==> config.mk <==
export PLATFORM = sky130hd
export DESIGN_NAME = chip8_ldst
export DESIGN_NICKNAME = d
export VERILOG_FILES = /design/src/rtl/chip8_ldst_pkg.sv /design/src/rtl/chip8_ldst_decode.sv /design/src/rtl/chip8_ldst_vregs.sv /design/src/rtl/chip8_ldst_seq.sv /design/src/rtl/chip8_ldst.sv
export SDC_FILE = /design/constraint.sdc
export NUM_CORES = 1
export LEC_CHECK = 0
export BUFFER_PORTS_ARGS = -buffer_cell sky130_fd_sc_hd__buf_2
export CAP_MARGIN = 20
export CORE_ASPECT_RATIO = 1.2
export CORE_MARGIN = 1.5
export CORE_UTILIZATION = 25
export DETAILED_ROUTE_END_ITERATION = 10
export PLACE_DENSITY = 0.44
export SLEW_MARGIN = 20
export SYNTH_ARGS = -nofsm -noshare
export SYNTH_HDL_FRONTEND = slang
export SYNTH_HIERARCHICAL = 1
export SYNTH_SLANG_ARGS = --single-unit
==> constraint.sdc <==
create_clock -name clk -period 4.2 [get_ports clk]
set_clock_uncertainty 0.2 [all_clocks]
set_input_delay 1.05 -clock clk [delete_from_list [all_inputs] [get_ports clk]]
set_output_delay 1.05 -clock clk [all_outputs]
set_load 0.02 [all_outputs]
==> src/rtl/chip8_ldst_pkg.sv <==
package chip8_ldst_pkg;

    localparam int OPCODE_W = 16;
    localparam int FIELD_W  = 4;
    localparam int IMM_W    = 8;
    localparam int OPADDR_W = 12;

    typedef enum logic [2:0] {
        K_SETV,
        K_COPY,
        K_SETI,
        K_STORE,
        K_LOAD,
        K_REJECT
    } op_kind_e;

    typedef struct packed {
        op_kind_e              kind;
        logic [FIELD_W-1:0]    x;
        logic [FIELD_W-1:0]    y;
        logic [IMM_W-1:0]      imm;
        logic [OPADDR_W-1:0]   addr;
    } op_dec_t;

    typedef enum logic [1:0] {
        SQ_IDLE,
        SQ_STORE,
        SQ_LOAD,
        SQ_DRAIN
    } seq_state_e;

    function automatic op_dec_t decode_op(input logic [OPCODE_W-1:0] w);
        op_dec_t d;
        d.x    = w[11:8];
        d.y    = w[7:4];
        d.imm  = w[7:0];
        d.addr = w[11:0];
        unique case (w[15:12])
            4'h6:    d.kind = K_SETV;
            4'h8:    d.kind = (w[3:0] == 4'h0) ? K_COPY : K_REJECT;
            4'hA:    d.kind = K_SETI;
            4'hF: begin
                if (w[7:0] == 8'h55)      d.kind = K_STORE;
                else if (w[7:0] == 8'h65) d.kind = K_LOAD;
                else                      d.kind = K_REJECT;
            end
            default: d.kind = K_REJECT;
        endcase
        return d;
    endfunction

endpackage

==> src/rtl/chip8_ldst_decode.sv <==
module chip8_ldst_decode
    import chip8_ldst_pkg::*;
(
    input  logic [OPCODE_W-1:0] opcode,
    output op_dec_t             dec
);
    always_comb dec = decode_op(opcode);
endmodule

==> src/rtl/chip8_ldst_vregs.sv <==
module chip8_ldst_vregs #(
    parameter int DATA_W = 8,
    parameter int NUM_V  = 16,
    localparam int IDX_W = $clog2(NUM_V)
) (
    input  logic              clk,
    input  logic              rst,
    input  logic              wr_en,
    input  logic [IDX_W-1:0]  wr_idx,
    input  logic [DATA_W-1:0] wr_data,
    input  logic [IDX_W-1:0]  rd_idx,
    output logic [DATA_W-1:0] rd_data
);
    logic [DATA_W-1:0] cells [NUM_V];

    for (genvar g = 0; g < NUM_V; g++) begin : g_cell
        logic [DATA_W-1:0] cell_q;
        always_ff @(posedge clk) begin
            if (rst)
                cell_q <= '0;
            else if (wr_en && (wr_idx == IDX_W'(g)))
                cell_q <= wr_data;
        end
        assign cells[g] = cell_q;
    end

    assign rd_data = cells[rd_idx];
endmodule

==> src/rtl/chip8_ldst_seq.sv <==
module chip8_ldst_seq
    import chip8_ldst_pkg::*;
#(
    parameter int DATA_W = 8,
    parameter int NUM_V  = 16,
    parameter int ADDR_W = 12,
    localparam int IDX_W = $clog2(NUM_V)
) (
    input  logic              clk,
    input  logic              rst,
    input  logic              start,
    input  op_dec_t           dec,
    input  logic [DATA_W-1:0] v_rd_data,
    input  logic [DATA_W-1:0] mem_rdata,
    output logic [IDX_W-1:0]  v_rd_idx,
    output logic              v_wr_en,
    output logic [IDX_W-1:0]  v_wr_idx,
    output logic [DATA_W-1:0] v_wr_data,
    output logic              busy,
    output logic              done,
    output logic              unsupported,
    output logic [ADDR_W-1:0] mem_addr,
    output logic              mem_we,
    output logic [DATA_W-1:0] mem_wdata
);
    seq_state_e        state_q;
    logic [IDX_W-1:0]  step_q;
    logic [IDX_W-1:0]  last_q;
    logic [ADDR_W-1:0] index_q;
    logic              pend_q;
    logic [IDX_W-1:0]  pend_idx_q;
    logic              done_q;
    logic              unsup_q;
    logic              accept;

    assign accept = start && (state_q == SQ_IDLE);

    // register-file access: the single read port serves the copy and the store
    always_comb begin
        v_rd_idx  = (state_q == SQ_STORE) ? step_q : IDX_W'(dec.y);
        v_wr_en   = 1'b0;
        v_wr_idx  = IDX_W'(dec.x);
        v_wr_data = DATA_W'(dec.imm);
        if (pend_q) begin
            v_wr_en   = 1'b1;
            v_wr_idx  = pend_idx_q;
            v_wr_data = mem_rdata;
        end else if (accept && dec.kind == K_SETV) begin
            v_wr_en   = 1'b1;
        end else if (accept && dec.kind == K_COPY) begin
            v_wr_en   = 1'b1;
            v_wr_data = v_rd_data;
        end
    end

    assign busy        = (state_q != SQ_IDLE);
    assign done        = done_q;
    assign unsupported = unsup_q;
    assign mem_addr    = index_q;
    assign mem_we      = (state_q == SQ_STORE);
    assign mem_wdata   = v_rd_data;

    always_ff @(posedge clk) begin
        if (rst) begin
            state_q    <= SQ_IDLE;
            step_q     <= '0;
            last_q     <= '0;
            index_q    <= '0;
            pend_q     <= 1'b0;
            pend_idx_q <= '0;
            done_q     <= 1'b0;
            unsup_q    <= 1'b0;
        end else begin
            done_q  <= 1'b0;
            unsup_q <= 1'b0;
            unique case (state_q)
                SQ_IDLE: begin
                    if (accept) begin
                        step_q <= '0;
                        last_q <= IDX_W'(dec.x);
                        unique case (dec.kind)
                            K_SETV, K_COPY: done_q <= 1'b1;
                            K_SETI: begin
                                index_q <= ADDR_W'(dec.addr);
                                done_q  <= 1'b1;
                            end
                            K_STORE: state_q <= SQ_STORE;
                            K_LOAD:  state_q <= SQ_LOAD;
                            default: begin
                                done_q  <= 1'b1;
                                unsup_q <= 1'b1;
                            end
                        endcase
                    end
                end
                SQ_STORE: begin
                    index_q <= index_q + ADDR_W'(1);
                    step_q  <= step_q + IDX_W'(1);
                    if (step_q == last_q) begin
                        state_q <= SQ_IDLE;
                        done_q  <= 1'b1;
                    end
                end
                SQ_LOAD: begin
                    index_q    <= index_q + ADDR_W'(1);
                    step_q     <= step_q + IDX_W'(1);
                    pend_q     <= 1'b1;
                    pend_idx_q <= step_q;
                    if (step_q == last_q)
                        state_q <= SQ_DRAIN;
                end
                SQ_DRAIN: begin
                    pend_q  <= 1'b0;
                    state_q <= SQ_IDLE;
                    done_q  <= 1'b1;
                end
                default: state_q <= SQ_IDLE;
            endcase
        end
    end
endmodule

==> src/rtl/chip8_ldst.sv <==
module chip8_ldst
    import chip8_ldst_pkg::*;
#(
    parameter int DATA_W = 8,
    parameter int NUM_V  = 16,
    parameter int ADDR_W = 12,
    localparam int IDX_W = $clog2(NUM_V)
) (
    input  logic                clk,
    input  logic                rst,
    input  logic                start,
    input  logic [OPCODE_W-1:0] opcode,
    output logic                busy,
    output logic                done,
    output logic                unsupported,
    output logic [ADDR_W-1:0]   mem_addr,
    output logic                mem_we,
    output logic [DATA_W-1:0]   mem_wdata,
    input  logic [DATA_W-1:0]   mem_rdata
);
    op_dec_t           dec;
    logic [IDX_W-1:0]  v_rd_idx;
    logic [DATA_W-1:0] v_rd_data;
    logic              v_wr_en;
    logic [IDX_W-1:0]  v_wr_idx;
    logic [DATA_W-1:0] v_wr_data;

    chip8_ldst_decode u_dec (
        .opcode (opcode),
        .dec    (dec)
    );

    chip8_ldst_vregs #(.DATA_W(DATA_W), .NUM_V(NUM_V)) u_vregs (
        .clk     (clk),
        .rst     (rst),
        .wr_en   (v_wr_en),
        .wr_idx  (v_wr_idx),
        .wr_data (v_wr_data),
        .rd_idx  (v_rd_idx),
        .rd_data (v_rd_data)
    );

    chip8_ldst_seq #(.DATA_W(DATA_W), .NUM_V(NUM_V), .ADDR_W(ADDR_W)) u_seq (
        .clk         (clk),
        .rst         (rst),
        .start       (start),
        .dec         (dec),
        .v_rd_data   (v_rd_data),
        .mem_rdata   (mem_rdata),
        .v_rd_idx    (v_rd_idx),
        .v_wr_en     (v_wr_en),
        .v_wr_idx    (v_wr_idx),
        .v_wr_data   (v_wr_data),
        .busy        (busy),
        .done        (done),
        .unsupported (unsupported),
        .mem_addr    (mem_addr),
        .mem_we      (mem_we),
        .mem_wdata   (mem_wdata)
    );
endmodule

# == Yosys cells after proc, flatten, opt, wreduce, memory -nomap -nowiden ==
# Cells that the tools add are included.
# Widths: inputs -> output; s select.
# word_totals
output_inout_bits,24
ramBits,0
ff_bits,157
memories,0
mem_bits_ro,0
latchBits,0
# op_classes
reduce_logical,34
n_lt_le_gt_ge,1
muxes,31
multipliers,0
n_div,0
shifts,0
bitwise,3
add_sub_neg,2
n_eq_ne,34
# op_table
op,n
$eq 4x4->1 const B,11
$mux 8,5
$bmux 8 s4,1
$mux 12,2
$pmux 12 s2,1
$eq 4x3->1 const B,5
$logic_and 1x1->1,19
$eq 8x7->1 const B,2
$add 12x1->12 const B,1
$mux 4,3
$pmux 3 s4,1
$eq 4x2->1 const B,2
$logic_not 4->1,2
$mux 1,8
$pmux 2 s4,1
$pmux 4 s2,1
$eq 3x2->1 const B,2
$mux 2,3
$mux 3,2
$ne 2x1->1 const B,3
$reduce_bool 2->1,3
$ge 5x5->1 const B,1
$not 4->5,1
$reduce_or 5->1,1
other kinds (20),24

# == Logic depth before layout (Yosys ltp) ==
# Gate-level depths: netlist of the first run.
# depth
word_depth,10
depth_mapped,15

# == By module ==
# The synthesis of the first run kept the hierarchy.
# by_module_without_submodules
mod,instances,cells_each,area_per_inst_um2
chip8_ldst_vregs,1,683,5982.0
chip8_ldst_seq,1,247,2011.9
chip8_ldst_decode,1,43,325.3

# == Worst setup path after synthesis of the first run ==
# No wires, ideal clock.
# synth_timing
path_type,input to output
from,in opcode[5]
to,out mem_wdata[4]
arrival_ns,2.551
n_path_buf,5
stages,9
path_slack_ns,0.399
cell_sequence,buf_4 -> mux2_2 -> buf_6 -> buf_6 -> buf_2 -> mux4_2 -> a22oi_1 -> nand2_1 -> buf_4
# synth_via
elab_chain_len,5
# synth_lines
element,line_no,source
"start, declared",chip8_ldst.sv:12,"input logic [OPCODE_W-1:0] opcode,"
$mux 4,chip8_ldst_seq.sv:40,v_rd_idx = (state_q == SQ_STORE) ? step_q : IDX_W'(dec.y);
named net v_rd_idx[1],chip8_ldst.sv:22,logic [IDX_W-1:0] v_rd_idx;
$not 4->5 (implied by the code),chip8_ldst_vregs.sv:27,assign rd_data = cells[rd_idx];
$bmux 8 s4,chip8_ldst_vregs.sv:27,
$mux 8 (implied by the code) (2 in series),chip8_ldst_vregs.sv:27,
"end, declared",chip8_ldst.sv:18,"output logic [DATA_W-1:0] mem_wdata,"
# The timed path passes the listed nets, and every way through them passes these cells. The select of a mux whose other input is x is not followed.

# == Final worst setup path of the first run ==
# layout_timing
from,reg u_seq.state_q[1]
to,out mem_wdata[0]
# layout_via
elab_chain_len,6
# layout_lines
element,line_no,source
"start, declared",chip8_ldst_seq.sv:26,seq_state_e state_q;
"start signal, assigned",chip8_ldst_seq.sv:65,state_q <= SQ_IDLE;
"start signal, assigned",chip8_ldst_seq.sv:87,K_STORE: state_q <= SQ_STORE;
"start signal, assigned",chip8_ldst_seq.sv:88,K_LOAD: state_q <= SQ_LOAD;
$eq 2x1->1,chip8_ldst_seq.sv:40,
$mux 4,chip8_ldst_seq.sv:40,
named net v_rd_idx[0],chip8_ldst.sv:22,
$not 4->5 (implied by the code),chip8_ldst_vregs.sv:27,
$bmux 8 s4,chip8_ldst_vregs.sv:27,
$mux 8 (implied by the code) (2 in series),chip8_ldst_vregs.sv:27,
# The timed path passes the listed nets, and every way through them passes these cells. The select of a mux whose other input is x is not followed.

==> reports/qor.yml, run 1 <==
cp-start-kind: "register"
synth_cells: 973
synth_warnings: 6
cp.depth: 8
fmax_mhz: 249
cp-end-kind: "primary output"
powerDensity_mw_per_mm2: 448
grt_pass1_vias: 7173
maxCapViolations: 0
outcome: "finished clean"
r2r_cells: 11
track_usage_pct: 16.4
cts_inserted_buffers: 17
io_buffers: 50
crit_fanout: 16
grt_max_degree: 64
ys_types: 65
hpwl_um: 16400
fin_crit_ps: 4010
hold_path.class: "reg -> reg"
avgSynthCellArea_um2: 8.55
endpoint: "mem_wdata[0]"
synth-seq-cells: 157
synth_top_area_share_pct: 37.8
yosysTopAreaCell: "dfxtp_1"
rrSetupSlack_ps: 1060
path_class: "reg -> out"
cts.clk_slew.worst_paths_ps: 60
ctsHtreeMaxLevel: 4
multi_input_area_mm2: 0.00437
synth_nets: 1006
firstDrtPassIters: 7
reg2reg_to: "u_vregs/g_cell[2].cell_q[2]"
finalMaxSlewViolations: 0
hold_violations: 0
irDropWorstVdd_mv: 0.221
rsz0062_at_grt: "no"
cts.sinks: 157
arrival_ps: 2760
cts-root-buf: "clkbuf_16"
tightest_slew_ps: 836
maxSlewHeadroom_pct: 44.3
initial_core_util_pct: 25.2
gr-total-overflow: 0
worst-path-buf-inv: 3
postRouteAntennaNets: 0
n_fill_cell: 3470
viasPerCell: 5.16
yosys-top-cells-area: "dfxtp_1 38%, a21oi_1 8.8%, nand3_1 8.1%"
async_flop_share_pct: 0
reg2reg_from: "u_seq/state_q[1]"
synth_edf_count: 0
post-route-period-util_pct: 95.5
placement_rows: 73
drc: 0
gp_congestion: 0.785
layout.nets: 972
finalPower_mw: 4.23
antenna_found_initial: 0
slowest_delay_ps: 590
drive_gt1_share_pct: 17.9
num_vias: 7222
crit_path_start: "u_seq/state_q[1]"
io_pins: 51
syn-cell-area_mm2: 0.00832
seq_area_frac_synth_pct: 37.8
wl_per_cell_um: 19.9
fp.dieH_um: 203
die-area_mm2: 0.0344
drt_iter0_markers: 615
finalWirelength_um: 27800
core-area_mm2: 0.0330
power.leakage_nw: 3.22
setup_viol: 0
synth-main-ff-cell: "dfxtp_1"
critPathSlowestCell: "mux4_1"
worstPathRequired_ps: 2950
clk-insertion-delay-late_ps: 430
crit_chain: "inv_1 > ha_2 > mux2_4 > buf_12 > mux4_1 > a22oi_2 > nand2_1 > buf_2"
clk_path_buf_depth: 2
tns_ps: 0
area_delta_synth_final_pct: 13.4
cts_tree: "done"
num_antenna_cells: 0
die_width_um: 170
crit_family: "multiplexers"
register_area_mm2: 0.00314
grt_pass1_wl_um: 43200
kinds of logic (layout without fill, tap and decap cells):
logic type	count (synthesis)	in the layout	synth area share [%]
buffers and inverters	152	129	10.1
muxes	56	56	12.1
and+or+nand+nor	261	261	16.8
AOI/OAI and AO/OA	336	336	21.7
DFF	157	157	37.8
xor gates and xnor gates	5	5	0.526
adders and majority gates	6	6	0.902
stage by stage:
| stage | hold WS, ps | instances | setup slack (ps) | cell area [um^2] | utilization (%) |
|---|---|---|---|---|---|
| floorplan | 248 | 973 | 399 | 8320 | - |
| global placement | 257 | 1369 | 110 | 8790 | 26.7 |
| detailed placement | 261 | 1369 | 123 | 8790 | 26.7 |
| CTS | 269 | 1399 | 15.2 | 9400 | 28.5 |
| global route | 291 | 1400 | 51.1 | 9440 | 28.6 |
| finish | 270 | 1400 | 191 | 9440 | 28.6 |
cells in the mapped netlist (all sizes together) (10+ instances only):
cell type / count
buf: 81
mux2i: 16
nand2: 36
a22oi: 17
nor2b: 10
clkbuf: 64
nand3: 134
nor2: 18
o21ai: 149
dfxtp: 157
a21oi: 146
mux4: 32
how the worst min path moves through the flow:
stage | startpoint | end | slack (ps) | depth (start not counted)
floorplan | u_seq/last_q[3] | u_seq/last_q[3] | 250 | 2
global placement | u_vregs/g_cell[10].cell_q[6] | u_vregs/g_cell[10].cell_q[6] | 260 | 2
detailed placement | u_seq/last_q[0] | u_seq/last_q[0] | 260 | 2
CTS | u_seq/last_q[0] | u_seq/last_q[0] | 270 | 2
global route | u_vregs/g_cell[11].cell_q[4] | u_vregs/g_cell[11].cell_q[4] | 290 | 2
finish | u_seq/last_q[3] | u_seq/last_q[3] | 270 | 2
layer usage:
layer	wire length [um]	vias up	GRT usage, %	share of wire, %
met5	0	-	0	0
met4	581	0	5.06	2.1
met3	1100	34	2.77	4.0
met2	14300	205	29.8	51
met1	11900	3542	19.6	43
li1	-	3441	-	-
worst min-delay path, cell delays in order (launching register included):
cell and delay (ps):
dfxtp_1 320, nand2_1 50, a21oi_1 50
power by group:
| part | switching (mW) | internal, mW | total [mW] | leakage [nW] |
|---|---|---|---|---|
| clock network | 0.628 | 0.992 | 1.62 | 0.296 |
| logic | 0.680 | 0.372 | 1.05 | 1.66 |
| registers | 0.0311 | 1.53 | 1.56 | 1.27 |
| total | 1.34 | 2.89 | 4.23 | 3.22 |
registers in the layout, indices dropped and copies added (netlist names):
| name | flops |
|---|---|
| u_seq/mem_addr | 12 |
| u_seq/unsupported | 1 |
| u_vregs/g_cell.cell_q | 128 |
| u_seq/pend_q | 1 |
| u_seq/state_q | 2 |
| u_seq/step_q | 4 |
| u_seq/pend_idx_q | 4 |
| u_seq/last_q | 4 |
| u_seq/done | 1 |
placed cells by master, fill, tap and decap left out, types with 5 or more instances in the layout:
master     count
a21oi_1      146
a22oi_1       14
and2_1         5
buf_12        12
buf_2         49
buf_4         30
clkbuf_16     18
dfxtp_1      157
ha_1           5
inv_1          7
mux2_2         6
mux2i_1       16
mux4_1         8
mux4_2        24
nand2_1       35
nand2b_1       9
nand3_1      134
nand4_1        5
nor2_1        17
nor2b_1        8
nor3_1         9
o21ai_0       65
o21ai_1       84
timing repair:
action | in CTS | in global routing
endpoints found under the setup margin | 2 | 6
setup buffers | 0 | 0
resized for setup | 3 | 4
cloned | 0 | 1
pin swaps | 0 | 0
endpoints found under the hold margin | 0 | 0
hold buffers | 0 | 0
area by class of cell:
class | instances | share of cell area (%)
repair buffers | 92 | 7.80
flip-flops and latches | 157 | 33.3
well taps | 450 | 5.97
clock buffers | 24 | 5.21
multi-input cells | 664 | 46.3
clock inverters | 6 | 1.15
inverters | 7 | 0.278
Power figures use the tool's default switching activity.
==> run 2, diff against run 1 <==
- clock period: 4.2 -> 5.1 ns (I/O delays scaled with it)
==> reports/qor.yml, run 2 (synthesis results as in run 1) <==
outcome: "finished clean"  # unchanged
reg2reg_to: "u_vregs/g_cell[11].cell_q[7]"  # was u_vregs/g_cell[2].cell_q[2]
fin_crit_ps: 4630
setup_viol: 0  # unchanged
clk_path_buf_depth: 2  # unchanged
num_vias: 7175  # was 7222
grt_pass1_wl_um: 42900  # was 43200 um
cts.clk_slew.worst_paths_ps: 60  # about the same
postCtsSetupBuffers: 0  # unchanged
fp.dieH_um: 203  # unchanged
final_cell_mix: "157 x dfxtp_1, 146 x a21oi_1, 134 x nand3_1"  # unchanged
die_width_um: 170  # unchanged
maxCapViolations: 0  # unchanged
finalWirelength_um: 27500  # was 27800 um
worstHoldEndpoint: "u_seq/last_q[2]"  # was u_seq/last_q[3]
rrSetupSlack_ps: 1580  # was 1060 ps
grt_pass1_vias: 7069  # was 7173
clk-insertion-delay-late_ps: 430  # about the same
r2r_cells: 11  # unchanged
crit_fanout: 8  # was 16
hpwl_um: 16100  # was 16400 um
ctsHtreeMaxLevel: 4  # unchanged
postRouteAntennaNets: 0  # unchanged
largest_reg_flops: 128  # unchanged
worstHoldStart: "u_seq/last_q[2]"  # was u_seq/last_q[3]
cts_inserted_buffers: 17  # unchanged
drive_gt1_share_pct: 16.7  # was 17.9%
antenna_found_initial: 0  # unchanged
gp_congestion: 0.805  # was 0.785
cp-end-kind: "primary output"  # unchanged
die-area_mm2: 0.0344  # unchanged
grt_max_degree: 103  # was 64
regMostFlops: "u_vregs/g_cell.cell_q"  # unchanged
track_usage_pct: 16.3  # was 16.4%
crit_family: "simple AND/OR/NAND/NOR gates"  # was multiplexers
worstPathRequired_ps: 3620  # was 2950 ps
ctsResizeCount: 0  # was 3
viasPerCell: 5.17  # was 5.16
power.leakage_nw: 3.08  # was 3.22 nW
grt_busiest_layer: "met2"  # unchanged
tns_ps: 0  # unchanged
drt_iter0_markers: 639  # was 615
finalPower_mw: 3.28  # was 4.23 mW
worst-path-buf-inv: 2  # was 3
cts.sinks: 157  # unchanged
rsz0062_at_grt: "no"  # unchanged
finalMaxSlewViolations: 0  # unchanged
core-area_mm2: 0.0330  # unchanged
final_common_cell: "dfxtp_1"  # unchanged
layout.nets: 958  # was 972
hold_path.class: "reg -> reg"  # unchanged
placement_rows: 73  # unchanged
grt_use_met2_pct: 29.2  # was 29.8%
fmax_mhz: 216
cp-start-kind: "input port"  # was register
io_buffers: 50  # unchanged
crit_chain: "buf_2 > mux2_2 > nor2b_1 > a22oi_1 > nand2_1 > buf_2"  # was inv_1 > ha_2 > mux2_4 > buf_12 > mux4_1 > a22oi_2 > nand2_1 > buf_2
io_pins: 51  # unchanged
cts-root-buf: "clkbuf_16"  # unchanged
critPathSlowestCell: "nor2b_1"  # was mux4_1
powerDensity_mw_per_mm2: 359  # was 448 mW/mm^2
reg2reg_from: "u_seq/state_q[1]"  # unchanged
gr-total-overflow: 0  # unchanged
path_class: "in -> out"  # was reg -> out
cts_tree: "done"  # unchanged
whs_path_depth: 2  # unchanged
cts_hold_buffers: 0  # unchanged
tightest_slew_ps: 1050  # was 836 ps
num_antenna_cells: 0  # unchanged
post-route-period-util_pct: 90.9
arrival_ps: 3160  # was 2760 ps
maxSlewHeadroom_pct: 30.0  # was 44.3%
firstDrtPassIters: 5  # was 7
slowest_delay_ps: 810  # was 590 ps
area_delta_synth_final_pct: 9.87  # was 13.4%
hold_violations: 0  # unchanged
grt_use_met3_pct: 2.67  # was 2.77%
wl_per_cell_um: 19.8  # was 19.9 um
met1_usage_pct: 19.8  # was 19.6%
drc: 0  # unchanged
crit_top_cell: "buf_2"
irDropWorstVdd_mv: 0.129  # was 0.221 mV
initial_core_util_pct: 25.2  # unchanged
[run 2: cell types whose count changed in the layout (fill, tap and decap cells not counted), sizes merged]
cell,previous run,this run
buf,91,78
bufinv,3,0
clkbuf,25,19
clkinv,3,9
clkinvlp,0,2
inv,7,9
[run 2: routing by layer]
metal | share of wire, % | vias to the layer above
met3 | 4.4 | 34
met1 | 42 | 3532
met4 | 2.0 | 0
li1 | - | 3417
met2 | 51 | 192
met5 | 0 | -
[run 2: worst max-delay path by stage]
| stage | startpoint | to | slack (ps) | cells after the start |
|---|---|---|---|---|
| after floorplan | opcode[5] | mem_wdata[4] | 850 | 9 |
| after global placement | opcode[6] | mem_wdata[7] | 490 | 6 |
| after detailed placement | opcode[6] | mem_wdata[7] | 460 | 6 |
| after CTS | opcode[6] | mem_wdata[7] | 460 | 6 |
| after global routing | u_seq/state_q[1] | mem_wdata[7] | 340 | 7 |
| final | opcode[6] | mem_wdata[7] | 470 | 6 |
[run 2: report_power, final]
group | internal (mW) | leakage, nW | total [mW] | switching, mW
sequential | 1.26 | 1.27 | 1.29 | 0.0353
combinational | 0.261 | 1.54 | 0.791 | 0.530
clock | 0.649 | 0.269 | 1.20 | 0.547
[run 2: worst reg2reg max path, stage by stage, from the launching register on]
cell	delay, ps
dfxtp_1	340
inv_1	80
ha_1	380
mux2_2	410
nor2b_1	810
a22oi_1	220
nand2_1	240
mux2i_1	100
o21ai_1	140
buf_4	270
nand3_1	110
a21oi_1	140
[run 2: final cells by class]
class	count	area (um^2)
clock inverters	13	92.6
well taps	450	563
clock buffers	19	453
inverters	7	26.3
flip-flops and latches	157	3140
repair buffers	78	513
multi-input cells	664	4350
fillers	3527	23800
[run 2: per-stage QoR]
stage          instances  utilization [%]  worst slack [ps]  cell area, um^2  hold WS (ps)
2_1_floorplan        973                -               849             8320           248
3_3_place_gp        1356             26.1               490             8590           258
3_5_place_dp        1356             26.1               460             8590           263
4_1_cts             1388             27.7               460             9140           271
5_1_grt             1388             27.7               340             9140           284
6_report            1388             27.7               466             9140           269
